## src/rtl/bert_rx_pkg.sv

```systemverilog
package bert_rx_pkg;
    typedef enum logic [1:0] {
        ST_SEARCH = 2'd0,
        ST_VERIFY = 2'd1,
        ST_LOCKED = 2'd2
    } sync_state_t;
endpackage

```

## src/rtl/bert_rx_sync_fsm.sv

```systemverilog
module bert_rx_sync_fsm
    import bert_rx_pkg::*;
#(
    parameter int PAT_W     = 32,
    parameter int LOCK_RUN  = 32,
    parameter int WIN_LEN   = 64,
    parameter int ERR_LIMIT = 6,
    localparam int RUN_MAX  = (PAT_W > LOCK_RUN) ? PAT_W : LOCK_RUN,
    localparam int RCW      = $clog2(RUN_MAX + 1),
    localparam int WCW      = $clog2(WIN_LEN + 1),
    localparam int ECW      = $clog2(ERR_LIMIT + 1)
) (
    input  logic clk,
    input  logic rst_n,
    input  logic bit_en,
    input  logic mismatch,
    output logic in_sync,
    output logic sync_lost,
    output logic take_line,
    output logic count_en
);
    localparam logic [RCW-1:0] LOAD_LAST = RCW'(PAT_W - 1);
    localparam logic [RCW-1:0] RUN_LAST  = RCW'(LOCK_RUN - 1);
    localparam logic [WCW-1:0] WIN_LAST  = WCW'(WIN_LEN - 1);
    localparam logic [ECW-1:0] ERR_MAX   = ECW'(ERR_LIMIT);

    sync_state_t    state_q, state_d;
    logic [RCW-1:0] run_q, run_d;
    logic [WCW-1:0] win_q, win_d;
    logic [ECW-1:0] errs_q, errs_d, errs_inc;
    logic           lose;

    assign errs_inc = errs_q + {{(ECW-1){1'b0}}, mismatch};

    always_comb begin
        state_d = state_q;
        run_d   = run_q;
        win_d   = win_q;
        errs_d  = errs_q;
        lose    = 1'b0;
        if (bit_en) begin
            unique case (state_q)
                ST_SEARCH: begin
                    if (run_q == LOAD_LAST) begin
                        state_d = ST_VERIFY;          // load done
                        run_d   = '0;
                    end else begin
                        run_d = run_q + 1'b1;
                    end
                end
                ST_VERIFY: begin
                    if (mismatch) begin
                        state_d = ST_SEARCH;          // verify miss
                        run_d   = '0;
                    end else if (run_q == RUN_LAST) begin
                        state_d = ST_LOCKED;          // run complete
                        run_d   = '0;
                        win_d   = '0;
                        errs_d  = '0;
                    end else begin
                        run_d = run_q + 1'b1;
                    end
                end
                ST_LOCKED: begin
                    if (errs_inc == ERR_MAX) begin
                        state_d = ST_SEARCH;          // loss
                        run_d   = '0;
                        lose    = 1'b1;
                    end else if (win_q == WIN_LAST) begin
                        win_d  = '0;
                        errs_d = '0;
                    end else begin
                        win_d  = win_q + 1'b1;
                        errs_d = errs_inc;
                    end
                end
                default: state_d = ST_SEARCH;
            endcase
        end
    end

    always_ff @(posedge clk) begin
        if (!rst_n) begin
            state_q <= ST_SEARCH;
            run_q   <= '0;
            win_q   <= '0;
            errs_q  <= '0;
        end else begin
            state_q <= state_d;
            run_q   <= run_d;
            win_q   <= win_d;
            errs_q  <= errs_d;
        end
    end

    always_ff @(posedge clk) begin
        if (!rst_n) sync_lost <= 1'b0;
        else        sync_lost <= lose;
    end

    assign in_sync   = (state_q == ST_LOCKED);
    assign take_line = (state_q != ST_LOCKED);
    assign count_en  = bit_en && (state_q == ST_LOCKED);
endmodule

```

## config.mk

```make
export PLATFORM = sky130hd
export DESIGN_NAME = bert_rx_sync_fsm
export DESIGN_NICKNAME = d
export VERILOG_FILES = /design/src/rtl/bert_rx_pkg.sv /design/src/rtl/bert_rx_sync_fsm.sv
export SDC_FILE = /design/constraint.sdc
export NUM_CORES = 1
export LEC_CHECK = 0
export BUFFER_PORTS_ARGS = -buffer_cell sky130_fd_sc_hd__buf_4
export CORE_MARGIN = 2
export CORE_UTILIZATION = 62
export DETAILED_ROUTE_END_ITERATION = 7
export MAX_ROUTING_LAYER = met4
export PLACE_DENSITY_LB_ADDON = 0.25
export SKIP_CTS_REPAIR_TIMING = 1
export SLEW_MARGIN = 15
export SYNTH_ARGS = -nofsm -noshare
export SYNTH_HDL_FRONTEND = slang
export SYNTH_SLANG_ARGS = --single-unit
```

## constraint.sdc

```tcl
create_clock -name clk -period 5.7 [get_ports clk]
set_clock_uncertainty 0.05 [all_clocks]
set_input_delay 1.71 -clock clk [delete_from_list [all_inputs] [get_ports clk]]
set_output_delay 1.71 -clock clk [all_outputs]
set_load 0.05 [all_outputs]
```

# Word level (Yosys, flattened, before mapping)
# Cells that the tools add are included.
[word_totals]
reg_bits = 19
inputBits = 4
output_inout_bits = 4
[op_classes]
n_addsub = 3
n_eq_ne = 12
n_mux = 20
n_reduce_logical = 8
[ops]
columns = ["cell", "count"]
rows = [
  ["$mux 7", 4],
  ["$mux 6", 3],
  ["$pmux 6 s3", 1],
  ["$pmux 7 s2", 1],
  ["$mux 3", 4],
  ["$ne 2x2->1 const B", 5],
  ["$mux 2", 4],
  ["$add 7x1->7 const B", 1],
  ["$eq 7x6->1 const B", 1],
  ["$add 6x1->6 const B", 1],
  ["$eq 6x5->1 const B", 1],
  ["$pmux 2 s3", 1],
  ["$pmux 3 s2", 1],
  ["$reduce_and 3->1", 2],
  ["$reduce_and 5->1", 1],
  ["$reduce_and 4->1", 1],
  ["$add 3x1->3", 1],
  ["$eq 3x3->1 const B", 1],
  ["$ne 3x3->1 const B", 1],
  ["$reduce_bool 3->1", 1],
  ["$eq 2x1->1 const B", 1],
  ["$eq 2x2->1 const B", 1],
  ["$logic_not 2->1", 1],
  ["$ne 2x1->1 const B", 1],
  ["3 further kinds", 3],
]

# Logic depth before layout (Yosys ltp)
# Gate-level depths: netlist of the first run.
[logic_depth]
word_depth = 4
ltp_mapped = 7
ltp_nobuf = 6

# Least setup slack after synthesis of the first run
# No wires, ideal clock.
[synth_timing]
path_kind = "input-to-output"
start = "input port bit_en"
end = "output port count_en"
arrival_time_ps = 2138
t_required_ps = 3940
slack_ps = 1802
stages = 1
n_path_buf = 0
cell_sequence = "and2_1"
[synth_between]
elab_chain_len = 1
[synth_rtl]
columns = ["element", "line_no", "rtl"]
rows = [
  ["from (decl)", "bert_rx_sync_fsm.sv:15", "input logic bit_en,"],
  ["$logic_and 1x1->1", "bert_rx_sync_fsm.sv:103", "assign count_en = bit_en && (state_q == ST_LOCKED);"],
  ["to (decl)", "bert_rx_sync_fsm.sv:20", "output logic count_en"],
]
# Every way passes these cells.

# Worst setup path after layout of the first run
# Ends and elaborated chain as after synthesis.

==> results of run 1 <==
==> worst paths after layout <==
kind | end | cells past startpoint | slack [ns] | from
hold / removal | win_q[6]$_SDFFE_PN0P_ | 2 | 0.40 | win_q[6]$_SDFFE_PN0P_
setup reg to reg | errs_q[1]$_SDFFE_PN0P_ | 6 | 3.38 | state_q[0]$_SDFFE_PN0P_
setup / recovery | count_en | 3 | 1.75 | bit_en
hold reg to reg | win_q[6]$_SDFFE_PN0P_ | 2 | 0.40 | win_q[6]$_SDFFE_PN0P_
==> metrics by stage <==
step	cell area [um^2]	hold WS, ns	total power [mW]	setup slack (ns)
6_report	1230	0.398	0.217	1.75
5_1_grt	1230	0.407	0.228	1.74
4_1_cts	1230	0.401	0.219	1.75
3_5_place_dp	1200	0.385	0.150	1.75
3_3_place_gp	1200	0.374	0.150	1.75
2_1_floorplan	1130	0.362	0.146	1.80
==> sequential cells by signal, indices dropped and copies added, names as in the netlist <==
signal / cells
run_q: 6
errs_q: 3
state_q: 2
win_q: 7
sync_lost: 1
==> power by group through the flow <==
stage | logic (mW) | registers [mW] | clock network (mW)
after floorplan | 0.00881 | 0.138 | 0
after global placement | 0.0118 | 0.138 | 0
after detailed placement | 0.0123 | 0.138 | 0
after CTS | 0.0124 | 0.135 | 0.0721
after global routing | 0.0138 | 0.135 | 0.0787
final | 0.0125 | 0.135 | 0.0698
==> layout make-up <==
type                            count  area (um^2)
Multi-Input combinational cell    106          716
Fill cell                         151          500
Sequential cell                    19          380
Timing Repair Buffer                7         52.6
Tap cell                           25         31.3
Clock buffer                        3         22.5
Inverter                            5         18.8
Clock inverter                      1         5.00
==> cell families after synthesis <==
kind of cell / share of synthesized area
XOR/XNOR: 0.00774
adder cells (fa/ha/maj): 0.0996
AND/OR/NAND/NOR: 0.252
AO/OA/AOI/OAI: 0.256
multiplexers: 0.0177
buffers and inverters: 0.0310
flip-flops: 0.336
==> critical path, delay by kind of cell <==
| kind | cells | cell delay (ns) |
|---|---|---|
| buf+inv | 2 | 0.32 |
| simple gates | 1 | 0.16 |
==> per-layer routing <==
metal,GRT usage,wire length [um]
met2,0.353,971
met1,0.315,1130
met3,0.0353,98
met5,-,0
met4,0.111,45
==> cells in the final DEF, fill, tap and decap left out <==
master / synthesis / routed
dfxtp_1: 19 / 19
nand2_1: 14 / 14
o21ai_0: 11 / 11
ha_1: 9 / 9
nand3_1: 7 / 7
buf_4: 0 / 7
nand4_1: 6 / 6
a21boi_0: 6 / 6
inv_1: 5 / 5
o22ai_1: 5 / 5
nand2b_1: 5 / 5
nor2_1: 4 / 4
a21boi_1: 4 / 4
a211oi_1: 4 / 4
or4_1: 3 / 3
a21oi_1: 3 / 3
nand3b_1: 3 / 3
clkbuf_4: 0 / 3
mux2i_1: 2 / 2
o32a_1: 2 / 2
o31a_1: 2 / 2
and3_1: 2 / 2
nor3_1: 2 / 2
and2_1: 1 / 1
nor2b_1: 1 / 1
xnor2_1: 1 / 1
o221a_2: 1 / 1
or4b_1: 1 / 1
o32ai_1: 1 / 1
or3b_2: 1 / 1
o31ai_1: 1 / 1
a32oi_1: 1 / 1
or3_1: 1 / 1
o311ai_0: 1 / 1
or3b_1: 1 / 1
clkinv_2: 0 / 1
==> results.yml, run 1 <==
place:
  io_buffers: 7
  place_congestion: 0.805
  dp_hpwl_mm: 1.60
  placed_cells: 162
timing:
  clock.fmax_ghz: 0.253
  slew-limit-headroom: 0.359
  rsz0062_at_grt: "no"
  final-hold-violation-count: 0
  worst_pin_slew_ns: 0.953
  period_needed_ns: 3.95
  report.final.slew_viol_count: 0
  fin_crit_sh: 0.694
  fin_setup_tns_ns: 0
  setup_violations: 0
cells_and_area:
  finish.utilization: 0.710
  syn_to_final_growth_pct: 8.41
  drive_above_1_share: 0.0922
  final_nets: 155
  final_cells: 166
  n_antenna_cell: 0
pwr:
  seq_power_share: 0.621
  clock_power_share: 0.321
  leakage_nw: 0.435
  p_comb_frac: 0.057
  power.density_nw_per_um2: 177
  switchingPower_uw: 51.9
  sw_frac_of_total: 0.239
  ir_drop_uv: 166
  p_int_uw: 165
global_route:
  antenna_found_initial: 0
  grt_start_max_net_pins: 28
  grt_use_total: 0.237
  grt_pass1_vias: 835
  grt.overflow.total: 0
  grt_pass1_wl_mm: 3.58
clock_tree:
  numCtsBuffers: 3
  clock_sinks: 19
  cts_tree: "yes"
  htreeDepth: 1
  worstSkewPairLatency_ns: 0.31
  cts_root_buf: "clkbuf_4"
  clkTransAtPathRegs_ns: 0.11
  cts_buffer_depth: 2
floorplanning:
  dieHeight_um: 46.7
  num_io_pins: 8
  initial_utilization: 0.655
  core_area_um2: 1730
  fp.dieW_um: 46.7
  num_rows: 15
  die_area_um2: 2180
yosys:
  synth_cell_types: 35
  async_flop_share: 0
  synth_edf_count: 0
  synth_top_cell_by_area: "dfxtp_1"
  yosysSeqAreaShare: 0.336
  syn_nets: 147
  synth_common_cells: "19 x dfxtp_1, 14 x nand2_1, 11 x o21ai_0"
  syn-cell-area_um2: 1130
  yosysWarnings: 0
  synth.most_common_cell: "dfxtp_1"
  ys.flop_type: "dfxtp_1"
  ys_ff_latch: 19
  syn_area_per_cell_um2: 8.44
  synth_cells: 134
  synth_top_area_frac: 0.336
  synth_area_leaders: "dfxtp_1 34%, ha_1 10%, o21ai_0 4.9%"
critical_path:
  crit_fanout: 7
  path_cells: "buf_4 -> and2_1 -> buf_4"
  worstPathArrival_ns: 2.19
  cpPeakStageDelay_ns: 0.19
  crit_top_cell: "buf_4"
  crit_required_ns: 3.94
  critPathCaptureType: "primary output"
  crit_type: "in -> out"
  slowest_stage: "buf_4"
  critPathLaunchType: "input port"
drt:
  wl_mm: 2.25
  wl_per_cell_um: 13.5
  vias_per_cell: 6.08
  drt_first_pass_iters: 4
  num_vias: 1010
  drt_iter0_markers: 23
  route.antenna.remaining_nets: 0
  drc: 0
flow_run:
  drv_cap: 0
run_status:
  status: "completed"
hold_path:
  hp-class: "reg -> reg"
(Power assumes the default switching activity.)
==> inputs of run 2 (changes only) <==
--- a/config.mk
+++ b/config.mk
@@ -7,7 +7,7 @@
 export LEC_CHECK = 0
 export BUFFER_PORTS_ARGS = -buffer_cell sky130_fd_sc_hd__buf_4
 export CORE_MARGIN = 2
-export CORE_UTILIZATION = 62
+export CORE_UTILIZATION = 52
 export DETAILED_ROUTE_END_ITERATION = 7
 export MAX_ROUTING_LAYER = met4
 export PLACE_DENSITY_LB_ADDON = 0.25
==> constraint.sdc (replaced) <==
create_clock -name clk -period 3.5 [get_ports clk]
set_clock_uncertainty 0.05 [all_clocks]
set_input_delay 1.05 -clock clk [delete_from_list [all_inputs] [get_ports clk]]
set_output_delay 1.05 -clock clk [all_outputs]
set_load 0.05 [all_outputs]
==> results.yml, run 2 (same netlist as run 1, synthesis figures left out) <==
drt:
  drt_first_pass_iters: 4
  drt_iter0_markers: 37
  wl_mm: 2.45
  drc: 0
  wl_per_cell_um: 14.6
  num_vias: 1039
  vias_per_cell: 6.18
  route.antenna.remaining_nets: 0
timing:
  fin_setup_tns_ns: 0
  post-route-worst-setup-slack_ns: 0.694
  clock.fmax_ghz: 0.356
  fin_crit_sh: 0.802
  final-hold-violation-count: 0
  slew-limit-headroom: 0.389
  setup_violations: 0
  fin_hold_ws_ns: 0.395
  period_needed_ns: 2.81
  rsz0062_at_grt: "no"
  report.final.slew_viol_count: 0
  worst_pin_slew_ns: 0.909
pwr:
  leakage_nw: 0.435
  power.density_nw_per_um2: 288
  total_power_uw: 353
  ir_drop_uv: 219
clock_tree:
  cts_buffer_depth: 2
  cts_root_buf: "clkbuf_4"
  worstSkewPairLatency_ns: 0.30
  cts_tree: "yes"
  clkTransAtPathRegs_ns: 0.11
  clock_sinks: 19
  htreeDepth: 1
  numCtsBuffers: 3
hold_path:
  hp-start: "win_q[6]$_SDFFE_PN0P_"
  hold_path_end: "win_q[6]$_SDFFE_PN0P_"
  holdPathStages: 2
  hp-class: "reg -> reg"
floorplanning:
  num_rows: 16
  initial_utilization: 0.565
  fp.dieW_um: 50.6
  die_area_um2: 2560
  num_io_pins: 8
  core_area_um2: 2000
  dieHeight_um: 50.6
critical_path:
  crit_required_ns: 3.68
  regToRegStartpoint: "state_q[0]$_SDFFE_PN0P_"
  rr_endpoint: "win_q[2]$_SDFFE_PN0P_"
  ff2ff_setup_slack_ns: 1.16
  worstPathArrival_ns: 2.99
  crit_fanout: 12
  critPathLaunchType: "input port"
  critPathCaptureType: "flop"
  crit_type: "in -> reg"
  rr_worst_depth: 6
cells_and_area:
  drive_above_1_share: 0.0922
  mostFrequentLayoutCell: "dfxtp_1"
  final_cell_mix: "19 x dfxtp_1, 14 x nand2_1, 11 x o21ai_0"
  final_nets: 155
  finish.utilization: 0.614
  largest_register_ffs: 7
  n_antenna_cell: 0
  reg_top3: "win_q: 7 flops, run_q: 6 flops, errs_q: 3 flops"
  syn_to_final_growth_pct: 8.63
  final_cells: 168
  top_register: "win_q"
  final_area_um2: 1230
place:
  post_dp_cell_area_um2: 1200
  dp_hpwl_mm: 1.69
  place_congestion: 0.798
  pre_cts_slack_ns: 0.391
  placed_cells: 164
  io_buffers: 7
global_route:
  grt.overflow.total: 0
  grt_start_max_net_pins: 28
  grt_pass1_wl_mm: 4.12
  use_met1: 0.278
  grt_pass1_vias: 935
  antenna_found_initial: 0
  grt_util_met3: 0.0357
  grt_use_total: 0.214
  top_usage_layer: "met2"
  grt_util_met2: 0.340
flow_run:
  drv_cap: 0
run_status:
  status: "completed"
## run 2: cell counts in the layout (fill, tap and decap cells not counted)
Identical to the previous run, type by type.
## run 2: critical path, cell delays in order
cell and delay (ns):
buf_4 0.12, ha_1 0.20, ha_1 0.30, nand2b_1 0.12, o32a_1 0.50, or4_1 0.53, a21boi_1 0.16
## run 2: where the power goes
part	switching, mW	internal, mW	leakage, nW
clock	0.0711	0.0425	0.0177
sequential	0.00181	0.218	0.153
combinational	0.0116	0.00843	0.264
## run 2: area by class of cell
class                      count  area (um^2)
timing repair buffer           7         52.6
inverter                       5         18.8
sequential                    19          380
clock inverter                 1         5.00
tap                           27         33.8
fill                         196          773
multi-input combinational    106          716
clock buffer                   3         22.5
## run 2: worst max path at each step
stage	start	to	slack, ns	cells past startpoint
finish	mismatch	run_q[3]$_SDFFE_PN0P_	0.69	7
floorplan	mismatch	run_q[0]$_SDFFE_PN0P_	0.67	7
global route	mismatch	errs_q[0]$_SDFFE_PN0P_	0.43	7
detailed placement	mismatch	run_q[4]$_SDFFE_PN0P_	0.39	7
CTS	mismatch	run_q[4]$_SDFFE_PN0P_	0.71	7
global placement	mismatch	run_q[4]$_SDFFE_PN0P_	0.44	7
## run 2: per-layer routing
| layer | vias to the layer above | wire [um] |
|---|---|---|
| met2 | 28 | 1140 |
| met5 | - | 0 |
| met4 | 0 | 14 |
| met3 | 4 | 114 |
| met1 | 487 | 1180 |
| li1 | 520 | - |
==> inputs of run 3 (changes only) <==
==> constraint.sdc (replaced) <==
create_clock -name clk -period 2.3 [get_ports clk]
set_clock_uncertainty 0.05 [all_clocks]
set_input_delay 0.69 -clock clk [delete_from_list [all_inputs] [get_ports clk]]
set_output_delay 0.69 -clock clk [all_outputs]
set_load 0.05 [all_outputs]
==> results.yml, run 3 (same netlist as run 1, synthesis figures left out) <==
critical_path:
  crit_required_ns: 2.49
  critPathLaunchType: "input port"
  ff2ff_setup_slack_ns: 0.19
  rr_endpoint: "win_q[2]$_SDFFE_PN0P_"
  crit_fanout: 10
  regToRegStartpoint: "run_q[0]$_SDFFE_PN0P_"
  crit_end: "run_q[4]$_SDFFE_PN0P_"
  crit_type: "in -> reg"
  critPathCaptureType: "flop"
  crit_start: "mismatch"
  rr_worst_depth: 5
  worstPathArrival_ns: 2.41
clock_tree:
  cts_root_buf: "clkbuf_4"
  cts_buffer_depth: 2
  numCtsBuffers: 3
  clkTransAtPathRegs_ns: 0.11
  htreeDepth: 1
  worstSkewPairLatency_ns: 0.31
  clock_sinks: 19
  cts_tree: "yes"
drt:
  wl_per_cell_um: 14.4
  drt_iter0_markers: 41
  vias_per_cell: 6.09
  wl_mm: 2.54
  drc: 0
  route.antenna.remaining_nets: 0
  num_vias: 1072
  drt_first_pass_iters: 4
timing:
  fin_setup_tns_ns: 0
  report.final.slew_viol_count: 0
  slew-limit-headroom: 0.778
  rsz0062_at_grt: "no"
  clock.fmax_ghz: 0.451
  fin_crit_sh: 0.964
  worst_pin_slew_ns: 0.331
  final-hold-violation-count: 0
  fin_hold_ws_ns: 0.393
  setup_violations: 0
  period_needed_ns: 2.22
pwr:
  ir_drop_uv: 271
  power.density_nw_per_um2: 404
  leakage_nw: 0.476
  total_power_uw: 545
global_route:
  grt_use_total: 0.241
  grt_pass1_wl_mm: 4.65
  antenna_found_initial: 0
  grt_start_max_net_pins: 28
  grt_pass1_vias: 1039
  grt.overflow.total: 0
cells_and_area:
  syn_to_final_growth_pct: 19.2
  final_cells: 176
  final_cell_mix: "19 x dfxtp_1, 15 x buf_4, 14 x nand2_1"
  mostFrequentLayoutCell: "dfxtp_1"
  finish.utilization: 0.674
  drive_above_1_share: 0.195
  reg_top3: "win_q: 7 flops, run_q: 6 flops, errs_q: 3 flops"
  nFillCells: 168
  n_antenna_cell: 0
  largest_register_ffs: 7
  top_register: "win_q"
  final_nets: 163
place:
  place_congestion: 0.825
  dp_hpwl_mm: 1.81
  placed_cells: 172
  io_buffers: 7
floorplanning:
  num_io_pins: 8
  fp.dieW_um: 50.6
  dieHeight_um: 50.6
  die_area_um2: 2560
  core_area_um2: 2000
  initial_utilization: 0.565
  num_rows: 16
run_status:
  status: "completed"
hold_path:
  hp-class: "reg -> reg"
flow_run:
  drv_cap: 0
==> run 3: cell types whose count changed in the layout (fill, tap and decap cells not counted), moves of 2 or more <==
cell	previous run	this run
buf_4	7	15
ha_1	9	6
ha_4	0	2
o32a_1	2	0
o32a_2	0	2
==> run 3: worst min-delay path by stage <==
stage	start	cells after the start	end	slack, ns
2_1_floorplan	win_q[6]$_SDFFE_PN0P_	2	win_q[6]$_SDFFE_PN0P_	0.36
3_3_place_gp	win_q[6]$_SDFFE_PN0P_	2	win_q[6]$_SDFFE_PN0P_	0.37
3_5_place_dp	win_q[6]$_SDFFE_PN0P_	2	win_q[6]$_SDFFE_PN0P_	0.38
4_1_cts	win_q[6]$_SDFFE_PN0P_	2	win_q[6]$_SDFFE_PN0P_	0.39
5_1_grt	win_q[6]$_SDFFE_PN0P_	2	win_q[6]$_SDFFE_PN0P_	0.42
6_report	win_q[6]$_SDFFE_PN0P_	2	win_q[6]$_SDFFE_PN0P_	0.39
==> run 3: power by group <==
group | switching [mW] | total [mW] | internal, mW
Sequential | 0.00261 | 0.334 | 0.332
Clock | 0.106 | 0.174 | 0.0677
Combinational | 0.0195 | 0.0370 | 0.0175
==> run 3: stage by stage <==
stage / worst slack [ns] / instance area [um^2]
floorplan: -0.0343 / 1200
global placement: -0.211 / 1320
detailed placement: -0.250 / 1320
CTS: 0.0377 / 1350
global route: 0.0101 / 1350
finish: 0.0838 / 1350
==> run 3: cell type report <==
type,instances,area (um^2),area share
clock buffer,4,26.3,0.0195
timing repair buffer,15,113,0.0835
tap,27,33.8,0.0250
sequential,19,380,0.282
inverter,5,18.8,0.0139
multi-input combinational,106,777,0.576
==> run 3: layer usage <==
metal | vias up | track usage | share of wire
li1 | 537 | - | -
met1 | 504 | 0.311 | 0.48
met2 | 24 | 0.375 | 0.47
met3 | 7 | 0.0357 | 0.030
met4 | 0 | 0.108 | 0.024
met5 | - | - | 0
==> run 3: worst max-delay path: stages <==
cell,delay [ns]
buf_4,0.13
ha_4,0.16
ha_4,0.17
xnor2_4,0.14
o32a_2,0.44
or4_1,0.51
a21boi_0,0.17
